`src/rtl/disp_lock_pkg.sv`:
```
package disp_lock_pkg;
    typedef enum logic {
        FIELD_ONE = 1'b0,
        FIELD_TWO = 1'b1
    } field_e;
endpackage

```
`src/rtl/disp_sync_in.sv`:
```
// Multi-stage synchronizer for one asynchronous level.
module disp_sync_in #(
    parameter int STAGES = 2
) (
    input  logic clk,
    input  logic rst_n,
    input  logic din,
    output logic level
);
    logic [STAGES-1:0] chain_q;

    generate
        if (STAGES == 1) begin : g_one
            always_ff @(posedge clk or negedge rst_n) begin
                if (!rst_n) chain_q <= '0;
                else        chain_q <= din;
            end
        end else begin : g_many
            always_ff @(posedge clk or negedge rst_n) begin
                if (!rst_n) chain_q <= '0;
                else        chain_q <= {chain_q[STAGES-2:0], din};
            end
        end
    endgenerate

    assign level = chain_q[STAGES-1];
endmodule

```
`src/rtl/disp_field_sel.sv`:
```
// Picks the field in effect this cycle: pin level or position-based detect.
module disp_field_sel
    import disp_lock_pkg::*;
#(
    parameter int PIX_W = 12
) (
    input  logic             pin_mode,
    input  logic             pin_lvl,
    input  logic             vs_edge,
    input  logic [PIX_W-1:0] pix,
    input  logic [PIX_W-1:0] half,
    input  field_e           cur,
    output field_e           nxt
);
    always_comb begin
        if (pin_mode) begin
            nxt = pin_lvl ? FIELD_TWO : FIELD_ONE;
        end else if (vs_edge) begin
            nxt = (pix < half) ? FIELD_ONE : FIELD_TWO;
        end else begin
            nxt = cur;
        end
    end
endmodule

```
`src/rtl/disp_lock_counters.sv`:
```
module disp_lock_counters
    import disp_lock_pkg::*;
#(
    parameter int PIX_W    = 12,
    parameter int LINE_W   = 11,
    parameter int SYNC_STG = 2,
    parameter int PORT_IDX = 1
) (
    input  logic              clk,
    input  logic              rst_n,
    input  logic              ext_lock_en,
    input  logic              field_from_pin,
    input  logic              port_follow_en,
    input  logic              master_restart,
    input  logic              ext_hsync,
    input  logic              ext_vsync,
    input  logic              ext_field,
    input  logic [PIX_W-1:0]  hrld,
    input  logic [PIX_W-2:0]  crld,
    input  logic [LINE_W-1:0] vrld,
    input  logic [PIX_W-1:0]  line_len,
    input  logic [LINE_W-1:0] frame_len,
    output logic [PIX_W-1:0]  pix_cnt,
    output logic [PIX_W-2:0]  chroma_cnt,
    output logic [LINE_W-1:0] line_cnt,
    output logic              field_two
);
    localparam int  CHR_W    = PIX_W - 1;
    localparam bit  IS_SLAVE = (PORT_IDX > 0);

    typedef struct packed {
        logic [PIX_W-1:0]  pix;
        logic [CHR_W-1:0]  chr;
        logic [LINE_W-1:0] line;
        field_e            fld;
        logic              hs_prev;
        logic              vs_prev;
    } cnt_t;

    cnt_t st_q, st_d;

    logic       hs_lvl, vs_lvl, fd_lvl;
    logic       hs_rise, vs_rise;
    logic       follow_hit;
    logic       pix_end, line_end;
    logic       hs_load, vs_load, line_adv;
    logic [PIX_W-1:0] half;
    field_e     field_now;

    disp_sync_in #(.STAGES(SYNC_STG)) u_hs_sync (
        .clk(clk), .rst_n(rst_n), .din(ext_hsync), .level(hs_lvl)
    );
    disp_sync_in #(.STAGES(SYNC_STG)) u_vs_sync (
        .clk(clk), .rst_n(rst_n), .din(ext_vsync), .level(vs_lvl)
    );
    disp_sync_in #(.STAGES(SYNC_STG)) u_fd_sync (
        .clk(clk), .rst_n(rst_n), .din(ext_field), .level(fd_lvl)
    );

    generate
        if (IS_SLAVE) begin : g_follow
            assign follow_hit = port_follow_en & master_restart;
        end else begin : g_master
            assign follow_hit = 1'b0;
        end
    endgenerate

    assign hs_rise  = hs_lvl & ~st_q.hs_prev;
    assign vs_rise  = vs_lvl & ~st_q.vs_prev;
    assign half     = line_len >> 1;
    assign pix_end  = (st_q.pix >= line_len - 1'b1);
    assign line_end = (st_q.line >= frame_len - 1'b1);

    disp_field_sel #(.PIX_W(PIX_W)) u_field_sel (
        .pin_mode (field_from_pin),
        .pin_lvl  (fd_lvl),
        .vs_edge  (vs_rise),
        .pix      (st_q.pix),
        .half     (half),
        .cur      (st_q.fld),
        .nxt      (field_now)
    );

    always_comb begin
        hs_load  = ext_lock_en & hs_rise;
        vs_load  = ext_lock_en & vs_rise & (field_now == FIELD_ONE);
        line_adv = ~hs_load & pix_end;

        st_d         = st_q;
        st_d.hs_prev = hs_lvl;
        st_d.vs_prev = vs_lvl;

        if (follow_hit) begin
            st_d.pix  = '0;
            st_d.chr  = '0;
            st_d.line = '0;
            st_d.fld  = FIELD_ONE;
        end else begin
            if (hs_load) begin
                st_d.pix = hrld;
                st_d.chr = crld;
            end else if (pix_end) begin
                st_d.pix = '0;
                st_d.chr = '0;
            end else begin
                st_d.pix = st_q.pix + 1'b1;
                st_d.chr = st_q.chr + CHR_W'(st_q.pix[0]);
            end

            if (vs_load) begin
                st_d.line = vrld;
            end else if (line_adv) begin
                st_d.line = line_end ? '0 : st_q.line + 1'b1;
            end

            if (ext_lock_en) begin
                st_d.fld = field_now;
            end else if (line_adv && line_end) begin
                st_d.fld = (st_q.fld == FIELD_ONE) ? FIELD_TWO : FIELD_ONE;
            end
        end
    end

    always_ff @(posedge clk or negedge rst_n) begin
        if (!rst_n) begin
            st_q <= '{pix: '0, chr: '0, line: '0, fld: FIELD_ONE,
                      hs_prev: 1'b0, vs_prev: 1'b0};
        end else begin
            st_q <= st_d;
        end
    end

    assign pix_cnt    = st_q.pix;
    assign chroma_cnt = st_q.chr;
    assign line_cnt   = st_q.line;
    assign field_two  = (st_q.fld == FIELD_TWO);
endmodule

```
`config.mk`:
```
export PLATFORM = sky130hd
export DESIGN_NAME = disp_lock_counters
export DESIGN_NICKNAME = d
export VERILOG_FILES = /design/src/rtl/disp_lock_pkg.sv /design/src/rtl/disp_sync_in.sv /design/src/rtl/disp_field_sel.sv /design/src/rtl/disp_lock_counters.sv
export SDC_FILE = /design/constraint.sdc
export NUM_CORES = 1
export LEC_CHECK = 0
export BUFFER_PORTS_ARGS = -buffer_cell sky130_fd_sc_hd__buf_2
export CORE_UTILIZATION = 53
export CTS_BUF_LIST = sky130_fd_sc_hd__clkbuf_4 sky130_fd_sc_hd__clkbuf_8 sky130_fd_sc_hd__clkbuf_16
export DETAILED_ROUTE_END_ITERATION = 8
export HOLD_SLACK_MARGIN = 0.15
export PLACE_DENSITY = 0.89
export SLEW_MARGIN = 20
export SYNTH_ARGS = -nofsm -noshare
export SYNTH_HDL_FRONTEND = slang
export SYNTH_SLANG_ARGS = --single-unit
export TNS_END_PERCENT = 1
```
`constraint.sdc`:
```
create_clock -name clk -period 2.8 [get_ports clk]
set_clock_uncertainty 0.15 [all_clocks]
set_input_delay 0.56 -clock clk [delete_from_list [all_inputs] [get_ports clk]]
set_output_delay 0.56 -clock clk [all_outputs]
set_load 0.01 [all_outputs]
```
# ---- After elaboration in Yosys (flattened, before gate mapping)
# Cells that the tools add are included.
dict set report classes {
  bitwise 11
  order_cmp 3
  muxes 13
  n_addsub 5
  reduce_logical 3
}
# op n
set ops {}
lappend ops {{23-bit two-way mux} 2}
lappend ops {{35-bit two-way mux} 1}
lappend ops {{11-bit two-way mux} 3}
lappend ops {{12-bit by 1-bit adder with 12-bit output (second input constant)} 1}
lappend ops {{12-bit >= comparator} 1}
lappend ops {{12-bit by 11-bit < comparator with 1-bit output} 1}
lappend ops {{12-bit by 1-bit subtractor with 12-bit output (second input constant)} 1}
lappend ops {{11-bit by 1-bit adder with 11-bit output} 1}
lappend ops {{11-bit by 1-bit adder with 11-bit output (second input constant)} 1}
lappend ops {{11-bit >= comparator} 1}
lappend ops {{11-bit by 1-bit subtractor with 11-bit output (second input constant)} 1}
lappend ops {{1-bit AND} 7}
lappend ops {{1-bit two-way mux} 7}
lappend ops {{3-bit nonzero test} 2}
lappend ops {{1-bit inverter} 4}
lappend ops {{1-bit logical AND} 1}
dict set report word_totals {
  regBits 43
  input_bits 66
}

# ---- Logic depth before layout (Yosys ltp)
dict set report depth {
  depth_word 9
  ltp_mapped 14
  depth_no_buf 13
}

# ---- Modules after synthesis
# Synthesis repeated with hierarchy kept, for this count alone.
dict set report unflattened {
  hier_cells 433
  hier_area_um2 3681.0
}
# module area_each_um2 instances cells_per_inst
set modules_own_cells {}
lappend modules_own_cells {disp_lock_counters 3228.1 1 382}
lappend modules_own_cells {disp_field_sel 302.8 1 45}
lappend modules_own_cells {disp_sync_in 50.0 3 2}

# ---- Worst setup path after synthesis
# Ideal clock, no wire load.
dict set report synth_timing {
  path_kind {input to register}
  from {input line_len[3]}
  to {register st_q, in the netlist line_cnt[0]}
  t_required_ps 2563
  arrival_ps 2808
  setup_slack_ps -244
  path_stages 10
  setup_time_ps 87
  path_cell_list {nor4_1 nand2_1 nor4_1 xnor2_1 ha_1 nand4_1 o21bai_1 nand2_1 or3_1 a211oi_2}
}
dict set report synth_via {
  elab_chain_len 8
}
# item line
set synth_rtl {}
lappend synth_rtl {{from (decl)} disp_lock_counters.sv:21} ;# input logic [PIX_W-1:0] line_len,
lappend synth_rtl {{branches (longest 8 deep; another with 12-bit by 1-bit subtractor with 12-bit output)} -}
lappend synth_rtl {{to (signal assigned)} disp_lock_counters.sv:126} ;# st_q <= '{pix: '0, chr: '0, line: '0, fld: FIELD_ONE,
lappend synth_rtl {{to (signal assigned)} disp_lock_counters.sv:129} ;# st_q <= st_d;
lappend synth_rtl {{to (decl)} disp_lock_counters.sv:40} ;# cnt_t st_q, st_d;
# Several ways; the timed one is not identified.
# A chain may end at the register's enable or synchronous reset.

# ---- Worst setup path after layout
dict set report layout_timing {
  from {input frame_len[6]}
  to {register st_q, in the netlist line_cnt[2]}
}
dict set report layout_via {
  elab_chain_len 6
}
# item line
set layout_rtl {}
lappend layout_rtl {{from (decl)} disp_lock_counters.sv:22} ;# input logic [LINE_W-1:0] frame_len,
lappend layout_rtl {{11-bit by 1-bit subtractor with 11-bit output} disp_lock_counters.sv:72} ;# assign line_end = (st_q.line >= frame_len - 1'b1);
lappend layout_rtl {{11-bit >= comparator} disp_lock_counters.sv:72}
lappend layout_rtl {{11-bit two-way mux} disp_lock_counters.sv:113} ;# st_d.line = line_end ? '0 : st_q.line + 1'b1;
lappend layout_rtl {{11-bit two-way mux} disp_lock_counters.sv:112} ;# end else if (line_adv) begin
lappend layout_rtl {{11-bit two-way mux} disp_lock_counters.sv:110} ;# if (vs_load) begin
lappend layout_rtl {{35-bit two-way mux} disp_lock_counters.sv:93} ;# if (follow_hit) begin
# Every way passes these cells. The select of a mux whose other input is x is not followed.

==> results summary <==
Leaving out fill and tap cells, the most frequent cells in the layout are buf_2 (98), dfrtp_1 (43), buf_4 (42), nor2_1 (40), ha_1 (38). The number of buffer and inverter stages on the critical path came out at 2. The detailed router finished its first iteration with 350 violations. The mean instance size in the synthesized netlist came out at 8.659 um2. The clock buffer count from CTS came out at 5.

The worst-case IR drop observed on VDD is 0.4320 mV. The HPWL after detailed placement is 7311 um. After floorplanning, the core was sized to cover 6459 um2. The flow ran to the end, but the final reports show violations. The initial utilization of the core area, before any placement, comes to 0.5577.

The slowest stage of the critical path is the or4_4 cell. The slew at the pin closest to its max-slew limit is 944.6 ps. The share of synthesized flip-flops with an asynchronous set or reset came out at 1.000. The horizontal die dimension came out at 84.44 um.

The signal on the critical path passes through buf_2, or4_4, nor2_4, xnor2_1, ha_1, a2111oi_4, o221ai_2, a21oi_2, nor2_4, nor2_4, buf_4, nand4b_1, a31oi_1. The height of the die came out at 84.44 um. The global route total overflow came out at 0. The worst setup path is launched from a primary input.

The final layout net count is 629. The final max-slew violation count came out at 0. Setup repair after global routing could not meet its margin everywhere. The relative slew slack is 0.3703. Of the cells placed in the final design, the portion with a size suffix greater than 1 is 0.3790. The final critical path time including I/O delays and setup came out at roughly 3000 ps. The clock share of power is 0.209. The via count of the first global-routing pass came out at 3548.

The number of top-level pins is 101. Of the total power, the share spent switching nets is 0.3788. Data arrives at the worst endpoint at 3070 ps. The maximum cell stage delay along the critical path is 560 ps.

The part of the power in registers is 0.366. The maximum fanout count along the critical path is 4. The residual antenna-violating net count after detailed routing is 0.

The hold violation count in the final report is 0. The count of synthesis-stage warnings from yosys is 0. The leakage power summed over all cells came out at ~2.2 nW. The cell area power density came out at roughly 520 nW/um2. The post-detailed-routing wire length came out at 10650 um. The pre-antenna-repair detailed-routing pass consisted of 7 iterations. The clock network latency to the later pin of the worst-skew pair is around 290 ps.

The highest achievable clock rate is 332.9 MHz. The number of H-tree levels is 2. STA classifies the critical path endpoint as a register.

The number of setup violations in the final report is 32. Entering global routing, the biggest net connects 44 pins. The quantity of hold-fixing buffers added after cts is 0.

The congestion estimate from routability-driven global placement came to 0.8725. The global-route total usage across every layer is 0.2865. For this design the total switching power over the nets is 0.9066 mW. The average via count per standard cell is 6.023. The share of synthesized area in the top cell type comes to 0.2987. The DRC violations left came out at 5. TritonCTS built the clock tree. Counting flops and latches in the post-synthesis netlist gives 43. From synthesis to final layout, the design area changed by 28.03%. The number of vias after detailed routing is between 3000 and 4000. The most area-hungry cell type in the Yosys netlist is dfrtp_1.

Sorting the synthesized cells by area gives the leading types as dfrtp_1 (30%), ha_1 (14%), buf_4 (7.1%), xnor2_1 (6.6%), nor2_1 (4.8%). Of the total power, combinational logic draws 0.425. The full die area is 7130 um2. At the end of the flow the core is filled with cells to 0.7141. The maximum clock insertion buffer count came out at 2.

The final reports fail on DRC, setup timing. The number of clock sinks is 43. The cell area that synthesis handed to floorplanning was 3602 um2. The worst hold path belongs to the class reg2reg. The first global-routing pass estimated 16180 um of wire. Leaving out fill and tap cells, the most frequent cell in the layout is buf_2. The number of antenna violations at the first check in global routing came out at 0. The internal power is between 1 and 1.5 mW. The tree is rooted in a clkbuf_8. The wire length per cell came out at 17.69 um.

The number of library cell types mapped by synthesis is 47. The setup slack after layout came out at -204.0 ps. Clock-pin slew was measured on the worst setup and hold paths at 80 ps.

Across the run, the number of max-cap violations was 0. Broken down by cell family, the worst path's largest delay share belongs to simple AND/OR/NAND/NOR gates. The number of instances in the synthesized netlist came out at roughly 420. The sequential fraction of the synthesis area came out at 0.2987.

Data on the critical path is required at its endpoint by 2870 ps. When the netlist entered floorplanning its net count stood at ~520. Dividing the final minimum period by the clock period gives 1.073. The critical path in this run is classified as in2reg. After floorplanning, the core was divided into 29 placement rows. The worst setup timing slack at the placement stage came out at -533.0 ps. Among all flip-flop cells after synthesis, the most frequent one is dfrtp_1.

The cell with the most instances on the worst path is nor2_4. The number of synthesized flops with an enable pin came out at 0. The number of port buffers is 100. The summed negative setup slack over all endpoints is -3717 ps.

0 antenna diodes ended up in the layout.
-- power by group through the flow --
stage	Sequential, mW	Combinational, mW	Clock (mW)
after floorplan	0.841	0.676	0
after detailed placement	0.879	0.880	0
final	0.875	1.02	0.500
after global routing	0.888	1.11	0.531
after CTS	0.866	0.933	0.504
after global placement	0.873	0.835	0
-- cells in the mapped netlist, types with 4 or more instances --
library cell,count
clkbuf_1,8
a31oi_1,5
a211oi_1,16
o22ai_1,6
a22oi_1,9
nand2_1,25
nor3_1,9
xnor2_1,27
xor2_1,11
a21oi_1,27
o211ai_1,5
inv_1,23
buf_4,34
and3_1,9
dfrtp_1,43
nand3_1,19
nand4_1,5
ha_1,39
nor2_1,46
nor2b_1,7
o21ai_0,4
-- sequential cells by signal, summed over array words and instances, names as in the netlist --
name	flops
chroma_cnt	11
line_cnt	11
u_hs_sync.chain_q	2
st_q	2
u_fd_sync.chain_q	2
u_vs_sync.chain_q	2
field_two	1
pix_cnt	12
-- worst paths after layout --
kind,startpoint,end,slack (ps),cells past startpoint
min reg2reg,u_fd_sync.chain_q[0],u_fd_sync.chain_q[1],200,0
max reg2reg,pix_cnt[1],line_cnt[3],80,8
min,u_fd_sync.chain_q[0],u_fd_sync.chain_q[1],200,0
max in group asynchronous,rst_n,chroma_cnt[7],1660,1
max,frame_len[6],line_cnt[2],-200,13
min in group asynchronous,rst_n,chroma_cnt[5],260,1
-- worst reg2reg max path, delay by kind of cell, from the launching register on --
family,cells,cell delay [ps]
AND/OR/NAND/NOR,2,680
adder cells (fa/ha/maj),1,350
buffers and inverters,1,200
flip-flops,1,470
AO/OA/AOI/OAI,4,760
-- per-stage QoR --
step                power [mW]  hold slack [ps]  std cells  instance area (um2)
floorplan                1.517            114.4        416                 3616
global placement         1.708            182.4        589                 4217
detailed placement       1.759            186.5        589                 4217
CTS                      2.303            204.6        602                 4494
global route             2.524            210.8        602                 4612
finish                   2.393            203.1        602                 4612
-- per-layer routing --
metal	GRT usage	vias to the layer above	part of all wire
met5	0	-	0
met4	0.1448	0	0.051
met3	0.04523	61	0.068
met2	0.5127	213	0.51
met1	0.3331	1694	0.38
li1	-	1658	-
-- final cells by class --
| type | instances | area [um2] |
|---|---|---|
| multi-input combinational | 305 | 2350 |
| fill | 430 | 1847 |
| sequential | 43 | 1076 |
| timing repair buffer | 146 | 885.9 |
| tap | 77 | 96.34 |
| inverter | 23 | 86.33 |
| clock buffer | 6 | 82.58 |
| clock inverter | 2 | 35.03 |
-- cells by family after synthesis --
logic type | share of synthesized area
and+or+nand+nor | 0.1942
AOI/OAI and AO/OA | 0.1688
buffers and inverters | 0.1105
DFF | 0.2987
adders and majority gates | 0.1355
xor gates and xnor gates | 0.09239
-- timing repair --
item,in CTS,in global routing
gates resized for setup,25,23
pin swaps,19,8
setup endpoints to repair,35,35
buffers inserted,5,0
No activity file was read; power rests on OpenSTA's default activity.
